--- src/rtl/txPkg.sv ---
package txPkg;

  typedef enum logic [1:0] {
    MODE_ASYNC  = 2'b00,
    MODE_MONO   = 2'b01,
    MODE_BISYNC = 2'b10,
    MODE_FRAMED = 2'b11
  } txMode_e;

  typedef enum logic [2:0] {
    LD_NONE,
    LD_DATA,
    LD_SYNC1,
    LD_SYNC2,
    LD_FLAG,
    LD_CRC
  } loadKind_e;

  typedef enum logic [1:0] {
    PH_IDLE,
    PH_MSG,
    PH_TAIL
  } msgPhase_e;

  // strobes from the sequencer to the datapath
  typedef struct packed {
    logic      step;
    loadKind_e load;
    logic      crcClear;
  } txStrobe_t;

endpackage

--- src/rtl/txControl.sv ---
module txControl
  import txPkg::*;
(
  input  logic       clk,
  input  logic       rstN,
  input  txMode_e    modeNow,
  input  logic       endOfMsg,
  input  logic       bitTick,
  input  logic       atBoundary,
  input  logic       bufFull,
  output txStrobe_t  strobe
);

  msgPhase_e phase, phaseNext;

  always_comb begin
    strobe.step     = bitTick;
    strobe.load     = LD_NONE;
    strobe.crcClear = 1'b0;
    phaseNext       = phase;
    if (bitTick && atBoundary) begin
      case (phase)
        PH_IDLE: begin
          if (bufFull) begin
            case (modeNow)
              MODE_ASYNC: strobe.load = LD_DATA;
              MODE_MONO: begin
                strobe.load     = LD_SYNC1;
                strobe.crcClear = 1'b1;
                phaseNext       = PH_MSG;
              end
              MODE_BISYNC: begin
                strobe.load     = LD_SYNC2;
                strobe.crcClear = 1'b1;
                phaseNext       = PH_MSG;
              end
              default: begin
                strobe.load     = LD_FLAG;
                strobe.crcClear = 1'b1;
                phaseNext       = PH_MSG;
              end
            endcase
          end
        end
        PH_MSG: begin
          if (bufFull) begin
            strobe.load = LD_DATA;
          end else if (endOfMsg) begin
            strobe.load = LD_CRC;
            phaseNext   = PH_TAIL;
          end else begin
            case (modeNow)
              MODE_MONO:   strobe.load = LD_SYNC1;
              MODE_BISYNC: strobe.load = LD_SYNC2;
              default:     strobe.load = LD_NONE;
            endcase
          end
        end
        default: begin
          strobe.load = (modeNow == MODE_FRAMED) ? LD_FLAG : LD_NONE;
          phaseNext   = PH_IDLE;
        end
      endcase
    end
  end

  always_ff @(posedge clk or negedge rstN) begin
    if (!rstN) phase <= PH_IDLE;
    else       phase <= phaseNext;
  end

endmodule

--- src/rtl/txDatapath.sv ---
module txDatapath
  import txPkg::*;
#(
  parameter int              DATA_W       = 8,
  parameter int              SHIFT_W      = 20,
  parameter int              CRC_W        = 16,
  parameter logic [DATA_W-1:0] FLAG_PATTERN = 8'h7E,
  parameter logic [CRC_W-1:0]  SYNC_POLY    = 16'hA001,
  parameter logic [CRC_W-1:0]  FRAME_POLY   = 16'h8408,
  parameter int              RUN_LIMIT    = 5
) (
  input  logic              clk,
  input  logic              rstN,
  input  logic              hostWr,
  input  logic [DATA_W-1:0] hostData,
  input  txMode_e           modeNow,
  input  logic [1:0]        lenSel,
  input  logic              parityOn,
  input  logic              parityOdd,
  input  logic              stopTwo,
  input  logic [DATA_W-1:0] syncFirst,
  input  logic [DATA_W-1:0] syncSecond,
  input  txStrobe_t         strobe,
  output logic              atBoundary,
  output logic              bufFull,
  output logic              txOut,
  output logic              bufEmpty
);

  localparam int CNT_W = $clog2(SHIFT_W + 1);
  localparam int RUN_W = $clog2(RUN_LIMIT + 1);
  localparam logic [CRC_W-1:0] FRAME_PRESET = '1;
  localparam logic [CRC_W-1:0] SYNC_PRESET  = '0;

  logic [DATA_W-1:0]  holdReg;
  logic               holdFull;
  logic [SHIFT_W-1:0] shiftReg;
  logic [CNT_W-1:0]   bitsLeft;
  loadKind_e          unitKind;
  logic [RUN_W-1:0]   onesRun;
  logic [CRC_W-1:0]   crcReg;
  logic               txReg;

  logic [CNT_W-1:0]   charBits;
  logic [DATA_W-1:0]  maskedData;
  logic               parityBit;
  logic [SHIFT_W-1:0] asyncWord;
  logic [CNT_W-1:0]   asyncLen;
  logic [SHIFT_W-1:0] loadWord;
  logic [CNT_W-1:0]   loadLen;
  logic [CRC_W-1:0]   crcOut;
  logic [CRC_W-1:0]   crcNext;
  logic [CRC_W-1:0]   activePoly;
  logic [CRC_W-1:0]   activePreset;
  logic               stuffDue;
  logic               emitBit;
  loadKind_e          emitKind;
  logic               emitCrc;
  logic               emitStuffable;
  logic               crcFb;

  assign charBits = CNT_W'(DATA_W - 3) + CNT_W'(lenSel);
  assign stuffDue = (onesRun == RUN_W'(RUN_LIMIT));
  assign atBoundary = (bitsLeft == '0) && !stuffDue;

  // character masking and parity
  always_comb begin
    for (int i = 0; i < DATA_W; i++) begin
      maskedData[i] = holdReg[i] && (i < int'(charBits));
    end
  end
  assign parityBit = (^maskedData) ^ parityOdd;

  // asynchronous frame assembly: start, data, parity, stop
  always_comb begin
    asyncWord    = '1;
    asyncWord[0] = 1'b0;
    for (int i = 0; i < DATA_W; i++) begin
      if (i < int'(charBits)) asyncWord[1 + i] = maskedData[i];
    end
    for (int i = 0; i <= DATA_W; i++) begin
      if (parityOn && (i == int'(charBits))) asyncWord[1 + i] = parityBit;
    end
  end
  assign asyncLen = CNT_W'(2) + charBits + CNT_W'(parityOn) + CNT_W'(stopTwo);

  // CRC selection
  generate
    if (CRC_W > 0) begin : g_crcSel
      assign activePoly   = (modeNow == MODE_FRAMED) ? FRAME_POLY : SYNC_POLY;
      assign activePreset = (modeNow == MODE_FRAMED) ? FRAME_PRESET : SYNC_PRESET;
      assign crcOut       = (modeNow == MODE_FRAMED) ? ~crcReg : crcReg;
    end
  endgenerate

  // unit selection for a load
  always_comb begin
    loadWord = '1;
    loadLen  = CNT_W'(1);
    case (strobe.load)
      LD_DATA: begin
        if (modeNow == MODE_ASYNC) begin
          loadWord = asyncWord;
          loadLen  = asyncLen;
        end else begin
          loadWord = SHIFT_W'(maskedData);
          loadLen  = charBits;
        end
      end
      LD_SYNC1: begin
        loadWord = SHIFT_W'(syncFirst);
        loadLen  = CNT_W'(DATA_W);
      end
      LD_SYNC2: begin
        loadWord = SHIFT_W'({syncSecond, syncFirst});
        loadLen  = CNT_W'(2 * DATA_W);
      end
      LD_FLAG: begin
        loadWord = SHIFT_W'(FLAG_PATTERN);
        loadLen  = CNT_W'(DATA_W);
      end
      LD_CRC: begin
        loadWord = SHIFT_W'(crcOut);
        loadLen  = CNT_W'(CRC_W);
      end
      default: begin
        loadWord = '1;
        loadLen  = CNT_W'(1);
      end
    endcase
  end

  // the bit leaving on this tick and its attributes
  always_comb begin
    if (stuffDue) begin
      emitBit  = 1'b0;
      emitKind = LD_NONE;
    end else if (bitsLeft != '0) begin
      emitBit  = shiftReg[0];
      emitKind = unitKind;
    end else begin
      emitBit  = loadWord[0];
      emitKind = strobe.load;
    end
    emitCrc       = (emitKind == LD_DATA) && (modeNow != MODE_ASYNC);
    emitStuffable = (modeNow == MODE_FRAMED) &&
                    ((emitKind == LD_DATA) || (emitKind == LD_CRC));
    crcFb         = crcReg[0] ^ emitBit;
    crcNext       = (crcReg >> 1) ^ (crcFb ? activePoly : '0);
  end

  always_ff @(posedge clk or negedge rstN) begin
    if (!rstN) begin
      txReg    <= 1'b1;
      shiftReg <= '1;
      bitsLeft <= '0;
      unitKind <= LD_NONE;
      onesRun  <= '0;
      crcReg   <= '0;
    end else if (strobe.step) begin
      txReg <= emitBit;
      if (stuffDue) begin
        onesRun <= '0;
      end else begin
        onesRun <= (emitStuffable && emitBit) ? onesRun + RUN_W'(1) : '0;
        if (bitsLeft != '0) begin
          shiftReg <= shiftReg >> 1;
          bitsLeft <= bitsLeft - CNT_W'(1);
        end else begin
          shiftReg <= loadWord >> 1;
          bitsLeft <= loadLen - CNT_W'(1);
          unitKind <= strobe.load;
        end
      end
      if (strobe.crcClear)  crcReg <= activePreset;
      else if (emitCrc)     crcReg <= crcNext;
    end
  end

  // holding register
  always_ff @(posedge clk or negedge rstN) begin
    if (!rstN) begin
      holdReg  <= '0;
      holdFull <= 1'b0;
    end else if (hostWr) begin
      holdReg  <= hostData;
      holdFull <= 1'b1;
    end else if (strobe.step && atBoundary && (strobe.load == LD_DATA)) begin
      holdFull <= 1'b0;
    end
  end

  assign bufFull  = holdFull;
  assign bufEmpty = !holdFull;
  assign txOut    = txReg;

endmodule

--- src/rtl/serialTx.sv ---
module serialTx
  import txPkg::*;
#(
  parameter int                DATA_W       = 8,
  parameter int                SHIFT_W      = 20,
  parameter int                CRC_W        = 16,
  parameter logic [DATA_W-1:0] FLAG_PATTERN = 8'h7E,
  parameter logic [CRC_W-1:0]  SYNC_POLY    = 16'hA001,
  parameter logic [CRC_W-1:0]  FRAME_POLY   = 16'h8408,
  parameter int                RUN_LIMIT    = 5
) (
  input  logic              clk,
  input  logic              rstN,
  input  logic              hostWr,
  input  logic [DATA_W-1:0] hostData,
  input  logic [1:0]        modeSel,
  input  logic [1:0]        lenSel,
  input  logic              parityOn,
  input  logic              parityOdd,
  input  logic              stopTwo,
  input  logic [DATA_W-1:0] syncFirst,
  input  logic [DATA_W-1:0] syncSecond,
  input  logic              endOfMsg,
  input  logic              bitTick,
  output logic              txOut,
  output logic              bufEmpty
);

  txMode_e   modeNow;
  txStrobe_t strobeBus;
  logic      atBoundary;
  logic      bufFullSig;

  assign modeNow = txMode_e'(modeSel);

  txControl u_ctrl (
    .clk        (clk),
    .rstN       (rstN),
    .modeNow    (modeNow),
    .endOfMsg   (endOfMsg),
    .bitTick    (bitTick),
    .atBoundary (atBoundary),
    .bufFull    (bufFullSig),
    .strobe     (strobeBus)
  );

  txDatapath #(
    .DATA_W       (DATA_W),
    .SHIFT_W      (SHIFT_W),
    .CRC_W        (CRC_W),
    .FLAG_PATTERN (FLAG_PATTERN),
    .SYNC_POLY    (SYNC_POLY),
    .FRAME_POLY   (FRAME_POLY),
    .RUN_LIMIT    (RUN_LIMIT)
  ) u_dp (
    .clk        (clk),
    .rstN       (rstN),
    .hostWr     (hostWr),
    .hostData   (hostData),
    .modeNow    (modeNow),
    .lenSel     (lenSel),
    .parityOn   (parityOn),
    .parityOdd  (parityOdd),
    .stopTwo    (stopTwo),
    .syncFirst  (syncFirst),
    .syncSecond (syncSecond),
    .strobe     (strobeBus),
    .atBoundary (atBoundary),
    .bufFull    (bufFullSig),
    .txOut      (txOut),
    .bufEmpty   (bufEmpty)
  );

endmodule

--- config.mk ---
export PLATFORM = sky130hd
export DESIGN_NAME = serialTx
export DESIGN_NICKNAME = d
export VERILOG_FILES = /design/src/rtl/txPkg.sv /design/src/rtl/txControl.sv /design/src/rtl/txDatapath.sv /design/src/rtl/serialTx.sv
export SDC_FILE = /design/constraint.sdc
export NUM_CORES = 1
export LEC_CHECK = 0
export BUFFER_PORTS_ARGS = -buffer_cell sky130_fd_sc_hd__buf_2
export CAP_MARGIN = 5
export CORE_MARGIN = 2
export CORE_UTILIZATION = 48
export CTS_CLUSTER_DIAMETER = 150
export DETAILED_ROUTE_END_ITERATION = 6
export MAX_ROUTING_LAYER = met4
export PLACE_DENSITY = 0.67
export SLEW_MARGIN = 0
export SYNTH_ARGS = -nofsm -noshare
export SYNTH_HDL_FRONTEND = slang
export SYNTH_SLANG_ARGS = --single-unit
--- constraint.sdc ---
create_clock -name clk -period 3.83 [get_ports clk]
set_clock_uncertainty 0.05 [all_clocks]
set_input_delay 0 -clock clk [delete_from_list [all_inputs] [get_ports clk]]
set_output_delay 0 -clock clk [all_outputs]
set_load 0.005 [all_outputs]
# Yosys cells after proc, flatten, opt, wreduce, memory -nomap -nowiden
# Cells that the tools add are included.
# W data, S select, Z words.
# word_totals
in_bits	36
output_inout_bits	2
register_bits	59
word_cells	145
# op_classes
n_bitwise	5
eq_ne	24
mux	52
n_reduce_logical	40
n_lt_le_gt_ge	8
addsub	7
# ops
operator	n
$pmux W20 S5	1
$mux W16	5
$logic_and A1 B1 Y1	23
$mux W1	23
$mux W3	7
$eq A4 B5 Y1 const A	4
$lt A3 B5 Y1 const A	4
$mux W20	1
$mux W19	1
$not A16 Y16	1
$xor A15 B16 Y16	1
$pmux W5 S3	1
$mux W14	1
$eq A3 B3 Y1 const B	4
$add A5 B1 Y5	2
$eq A3 B5 Y1 const A	2
$logic_not A5 Y1	2
$lt A1 B5 Y1 const A	2
$lt A2 B5 Y1 const A	2
$mux W5	2
$sub A5 B1 Y5 const B	2
$pmux W3 S3	1
$mux W2	4
$mux W4	2
other kinds (24)	38

# Depth between registers and ports, before layout
# logic_depth
depth_word	15
ltp_mapped	12
ltp_nobuf	10

# Hierarchy
# A second synthesis with hierarchy kept.
# unflattened
cells_unflattened	474
hier_area_um2	4068.9
# modules_own_cells
module	area_per_inst_um2	seq_area_each_um2	n_inst	cells_per_inst
txDatapath	3829.9	1452.6	1	444
txControl	239.0	50.0	1	30

# Worst setup path before layout
# No wires, ideal clock.
# synth_timing
kind	register to register
start	register u_dp.bitsLeft[2]
end	register u_dp.crcReg[3]
required_time_ns	3.649
setup_ns	0.131
setup_slack_ns	0.944
stages_incl_launch_ff	9
n_path_buf	1
t_arrival_ns	2.705
period_less_slack_ns	2.886
path_cell_list	dfrtp_1 > or4_4 > or3b_1 > buf_6 > a2111o_1 > nor3_1 > a211oi_4 > and4b_1 > or3_1
# synth_between
elab_chain_cells	13
elab_cells_between_ends	24
cone_classes	6 x eq/ne; 9 x mux; 2 x bitwise; 7 x reduce/logical
# synth_rtl
item	line_no	source
start: declaration	txDatapath.sv:38	logic [CNT_W-1:0] bitsLeft;
start signal: assignment	txDatapath.sv:168	bitsLeft <= bitsLeft - CNT_W'(1);
start signal: assignment	txDatapath.sv:171	bitsLeft <= loadLen - CNT_W'(1);
$logic_not A5 Y1	txDatapath.sv:64	assign atBoundary = (bitsLeft == '0) && !stuffDue;
$logic_and A1 B1 Y1	txDatapath.sv:64	
$logic_and A1 B1 Y1	txControl.sv:21	if (bitTick && atBoundary) begin
$mux W4	txControl.sv:21	
$eq A3 B3 Y1, or another cell as far along	txDatapath.sv:100	case (strobe.load)
$pmux W20 S5	txDatapath.sv:100	
$mux W1	txDatapath.sv:138	end else if (bitsLeft != '0) begin
$mux W1	txDatapath.sv:135	if (stuffDue) begin
$xor A1 B1 Y1	txDatapath.sv:148	crcFb = crcReg[0] ^ emitBit;
$mux W16	txDatapath.sv:149	crcNext = (crcReg >> 1) ^ (crcFb ? activePoly : '0);
$xor A15 B16 Y16	txDatapath.sv:149	
$mux W16	txDatapath.sv:176	else if (emitCrc) crcReg <= crcNext;
$mux W16	txDatapath.sv:175	if (strobe.crcClear) crcReg <= activePreset;
end signal: assignment	txDatapath.sv:175	
end signal: assignment	txDatapath.sv:176	
end: declaration	txDatapath.sv:41	logic [CRC_W-1:0] crcReg;
# Several ways; a longest one is shown, not always the timed one. The select of a mux whose other input is x is not followed.
# A chain may end at the register's enable or synchronous reset.

# Worst setup path after layout
# layout_timing
start	register u_dp.bitsLeft[2]
end	register u_dp.bitsLeft[4]
# layout_between
elab_chain_cells	9
elab_cells_between_ends	16
cone_classes	2 x add/sub; 5 x eq/ne; 3 x mux; 6 x reduce/logical
# layout_rtl
item	line_no	source
$logic_not A5 Y1	txDatapath.sv:64	
$logic_and A1 B1 Y1	txDatapath.sv:64	
$logic_and A1 B1 Y1	txControl.sv:21	
$mux W4	txControl.sv:21	
$eq A3 B2 Y1 or $eq A3 B3 Y1 (tied branches)	txDatapath.sv:100	
$reduce_or A2 Y1 (no line)	--	
$pmux W5 S3	txDatapath.sv:100	
$sub A5 B1 Y5	txDatapath.sv:171	
$mux W5 *	txDatapath.sv:166	if (bitsLeft != '0) begin
# Every way passes the cells marked *; elsewhere a longest branch is shown, timed or not.

==> impl_metrics.ini <==
[run_status]
outcome = finished clean

[die]
floorplan.rows = 33
coreArea_um2 = 8093
die_w_um = 94.85
die_height_um = 94.85
fp.dieArea_um2 = 8996
num_io_pins = 38
effective_utilization_at_floorplan_pct = 48.95

[sta]
maxSlewHeadroom_pct = 52.26
slew_violations = 0
max_freq_ghz = 0.2954
final-hold-violation-count = 0
setup_total_negative_slack_ns = 0
slew_at_the_pin_with_the_worst_max_slew_slack_ns = 0.7119
fin_worst_hold_slack_ns = 0.03546
grt_setup_unrepaired = false
final.period_utilization_pct = 88.40
setup-violations-final = 0
finalCriticalPeriod_ns = 3.386
final_critical_path_setup_slack_ns = 0.4442

[layout]
num_antenna_cells = 0
area.sequential_um2 = 1503
fin_cells = 593
final_layout_size_suffix_gt1_share_pct = 20.08
nets = 535
filler_cell_count = 759
area.growth.synth_to_final_pct = 15.82
multi_input_area_um2 = 2287
non_filler_cell_area_final_um2 = 4588

[global_route]
antenna_violations_before_repair = 0
pin_count_of_the_biggest_net_entering_global_routing = 39
grt-ovfl-total = 0
first_global_vias = 3168
grt_pass1_wl_um = 15150
grt.total_usage_pct = 22.23

[worst_setup_path]
reg2regPathDepth = 8
crit_path_max_fanout = 19
critPathKind = reg -> reg
crit_chain = or4_4 > or3b_1 > a311oi_4 > a2bb2oi_1 > ha_1 > nor3b_1 > nand3_1 > xor2_1
timing.critical_path.from = u_dp.bitsLeft[2]
launch_point_of_the_worst_reg_to_reg_path = u_dp.bitsLeft[2]
worstPathBufferInverterCount = 0
critical_path.endpoint = u_dp.bitsLeft[4]
worst-endpoint-required_ns = 4.00
worst_path_max_delay_cell = or3b_1
timing.critical_path.to_type = flip-flop
regToRegEndpoint = u_dp.bitsLeft[4]
critical_path.startpoint_type = flip-flop
critical_path_cell_count = 8
ff2ff_setup_slack_ns = 0.44
cp.arrival_ns = 3.55
crit_path_max_incr_delay_ns = 0.68
path_delay_family = simple AND/OR/NAND/NOR gates

[yosys]
syn_area_um2 = 3961
synthFlopType = dfrtp_1
syn-num-nets = 491
synth_cell_type_count = 64
synth-edff-count = 0
mux_cell_area_share_after_synthesis_pct = 6.854
most_common_cell_in_the_netlist = o21ai_0
synth_top_cells_by_count = 46 x o21ai_0, 43 x nand2_1, 38 x dfrtp_1, 37 x a21oi_1, 26 x nor2_1
yosys_warnings = 0
synth-compound-area-share_pct = 22.99
synth_area_per_cell_um2 = 9.023
ys_ff_latch = 59
post_synth_xor_area_fraction_pct = 6.317
netlist.top_cell.by_area = dfrtp_1
synth_adder_area_share_pct = 5.243
main_combinational_cell_family_by_area_after_synthesis = compound AO/OA/AOI/OAI gates
synthArstFlopShare_pct = 100.0
synth_simple_gate_area_share_pct = 16.33
post_synth_inst_count = 439
ys_seq_area_share_pct = 37.93
top_post_synthesis_cells_by_area = dfrtp_1 24%, dfstp_2 14%, o21ai_0 5.8%, ha_1 4.7%, a21oi_1 4.7%
synth_top_area_share_pct = 24.01

[placed_design]
post_dp_cell_area_um2 = 4242
place.gp.congestion = 0.9008
place.detailed.hpwl_um = 6494
dpl_worst_slack_ns = 0.4881
port-buffer-count = 37
post-place-cells = 564

[power]
static-leakage-power_nw = 1.933
pwr_density_cell_nw_per_um2 = 581.1
worst_ir_drop_vdd_v = 0.0002812

[clock_network]
post-cts-setup-buffers = 0
cts.reportedPaths.clkPinSlew_ns = 0.07
htreeDepth = 3
cts-root-buf = clkbuf_8
clock_latency_ns = 0.34
cts_max_path_buffers = 2
clock_sink_count = 59
numCtsBuffers = 9
clock_tree_from_tritoncts = done

[route]
route.final.wire_length_um = 9154
avgViaCountPerCell = 5.717
antenna_violating_nets_left = 0
wl_met3_um = 369
initialDrtViolationCount = 167
number_of_design_rule_violations_left_after_detail_routing = 0
wl_per_cell_um = 15.44
met1_wl_um = 4453
top_layer = met4
vias = 3390
dr_wl_met2_um = 4181
pre_antenna_drt_iters = 4

[hold_path]
timing.hold.worst.start = syncSecond[5]
min_path_cells = 4
min_path_type = in -> reg

[job]
drv.max_cap_violation_count = 0
## worst reg2reg max path, delay by kind of cell, from the launching register on
kind / cells / cell delay, ns
AOI/OAI and AO/OA: 2 / 0.84
xor gates and xnor gates: 1 / 0.18
adders and majority gates: 1 / 0.24
DFF: 1 / 0.43
and+or+nand+nor: 4 / 1.55
## per-stage QoR
step / utilization, % / power, W
after floorplan: - / 0.001801
after global placement: 52.41 / 0.002003
after detailed placement: 52.41 / 0.002037
after CTS: 56.69 / 0.002676
after global routing: 56.69 / 0.002860
final: 56.69 / 0.002666
## area by class of cell
| type | count | area share [%] |
|---|---|---|
| Clock buffer | 13 | 3.709 |
| Clock inverter | 3 | 1.009 |
| Inverter | 14 | 1.145 |
| Multi-Input combinational cell | 338 | 49.85 |
| Sequential cell | 59 | 32.75 |
| Tap cell | 105 | 2.863 |
| Timing Repair Buffer | 61 | 8.672 |
## worst min-delay path by stage
stage | end | slack [ns]
4_1_cts | u_dp.shiftReg[9] | 0.02
6_report | u_dp.shiftReg[12] | 0.04
5_1_grt | u_dp.shiftReg[10] | 0.06
3_3_place_gp | u_dp.crcReg[10] | 0.0003
3_5_place_dp | u_dp.crcReg[10] | 0.004
2_1_floorplan | u_ctrl.phase[0] | -0.35
## metal layers
layer / global-route usage (%) / up-vias
li1: - / 1679
met1: 30.49 / 1628
met2: 34.16 / 68
met3: 3.192 / 15
met4: 7.005 / 0
met5: - / -
## power by group
group	internal (W)	switching [W]	total (W)
Sequential	0.000904	0.000181	0.00108
Clock	0.000360	0.000261	0.000621
Combinational	0.000453	0.000507	0.000960
## sequential cells by signal, summed over array words and instances (netlist names)
register       count
u_dp.unitKind      3
u_ctrl.phase       2
u_dp.bitsLeft      5
u_dp.txOut         1
u_dp.onesRun       3
u_dp.shiftReg     20
u_dp.holdReg       8
u_dp.crcReg       16
u_dp.bufFull       1
## cell usage in the layout (no fill, tap or decap), drive strengths merged, types with 13 or more instances in the layout
| cell | netlist | routed |
|---|---|---|
| buf | 6 | 48 |
| o21ai | 47 | 47 |
| nand2 | 43 | 43 |
| dfrtp | 38 | 38 |
| a21oi | 37 | 37 |
| nor2 | 26 | 26 |
| dfstp | 21 | 21 |
| xnor2 | 18 | 18 |
| mux2i | 17 | 17 |
| ha | 15 | 15 |
| inv | 14 | 14 |
| nor3 | 13 | 13 |
| dlygate4sd3 | 0 | 13 |
| clkbuf | 22 | 13 |
## cell families (layout without fill, tap and decap cells)
group | Yosys count | count (layout)
AOI/OAI and AO/OA | 141 | 141
and+or+nand+nor | 128 | 128
DFF | 59 | 59
buffers and inverters | 42 | 91
xor gates and xnor gates | 27 | 27
muxes | 26 | 26
adders and majority gates | 16 | 16
## what timing repair did
item | CTS | global route
endpoints found under the hold margin | 27 | 0
gates resized for setup | 0 | 0
hold buffers | 13 | 0
Power figures use the tool's default switching activity.
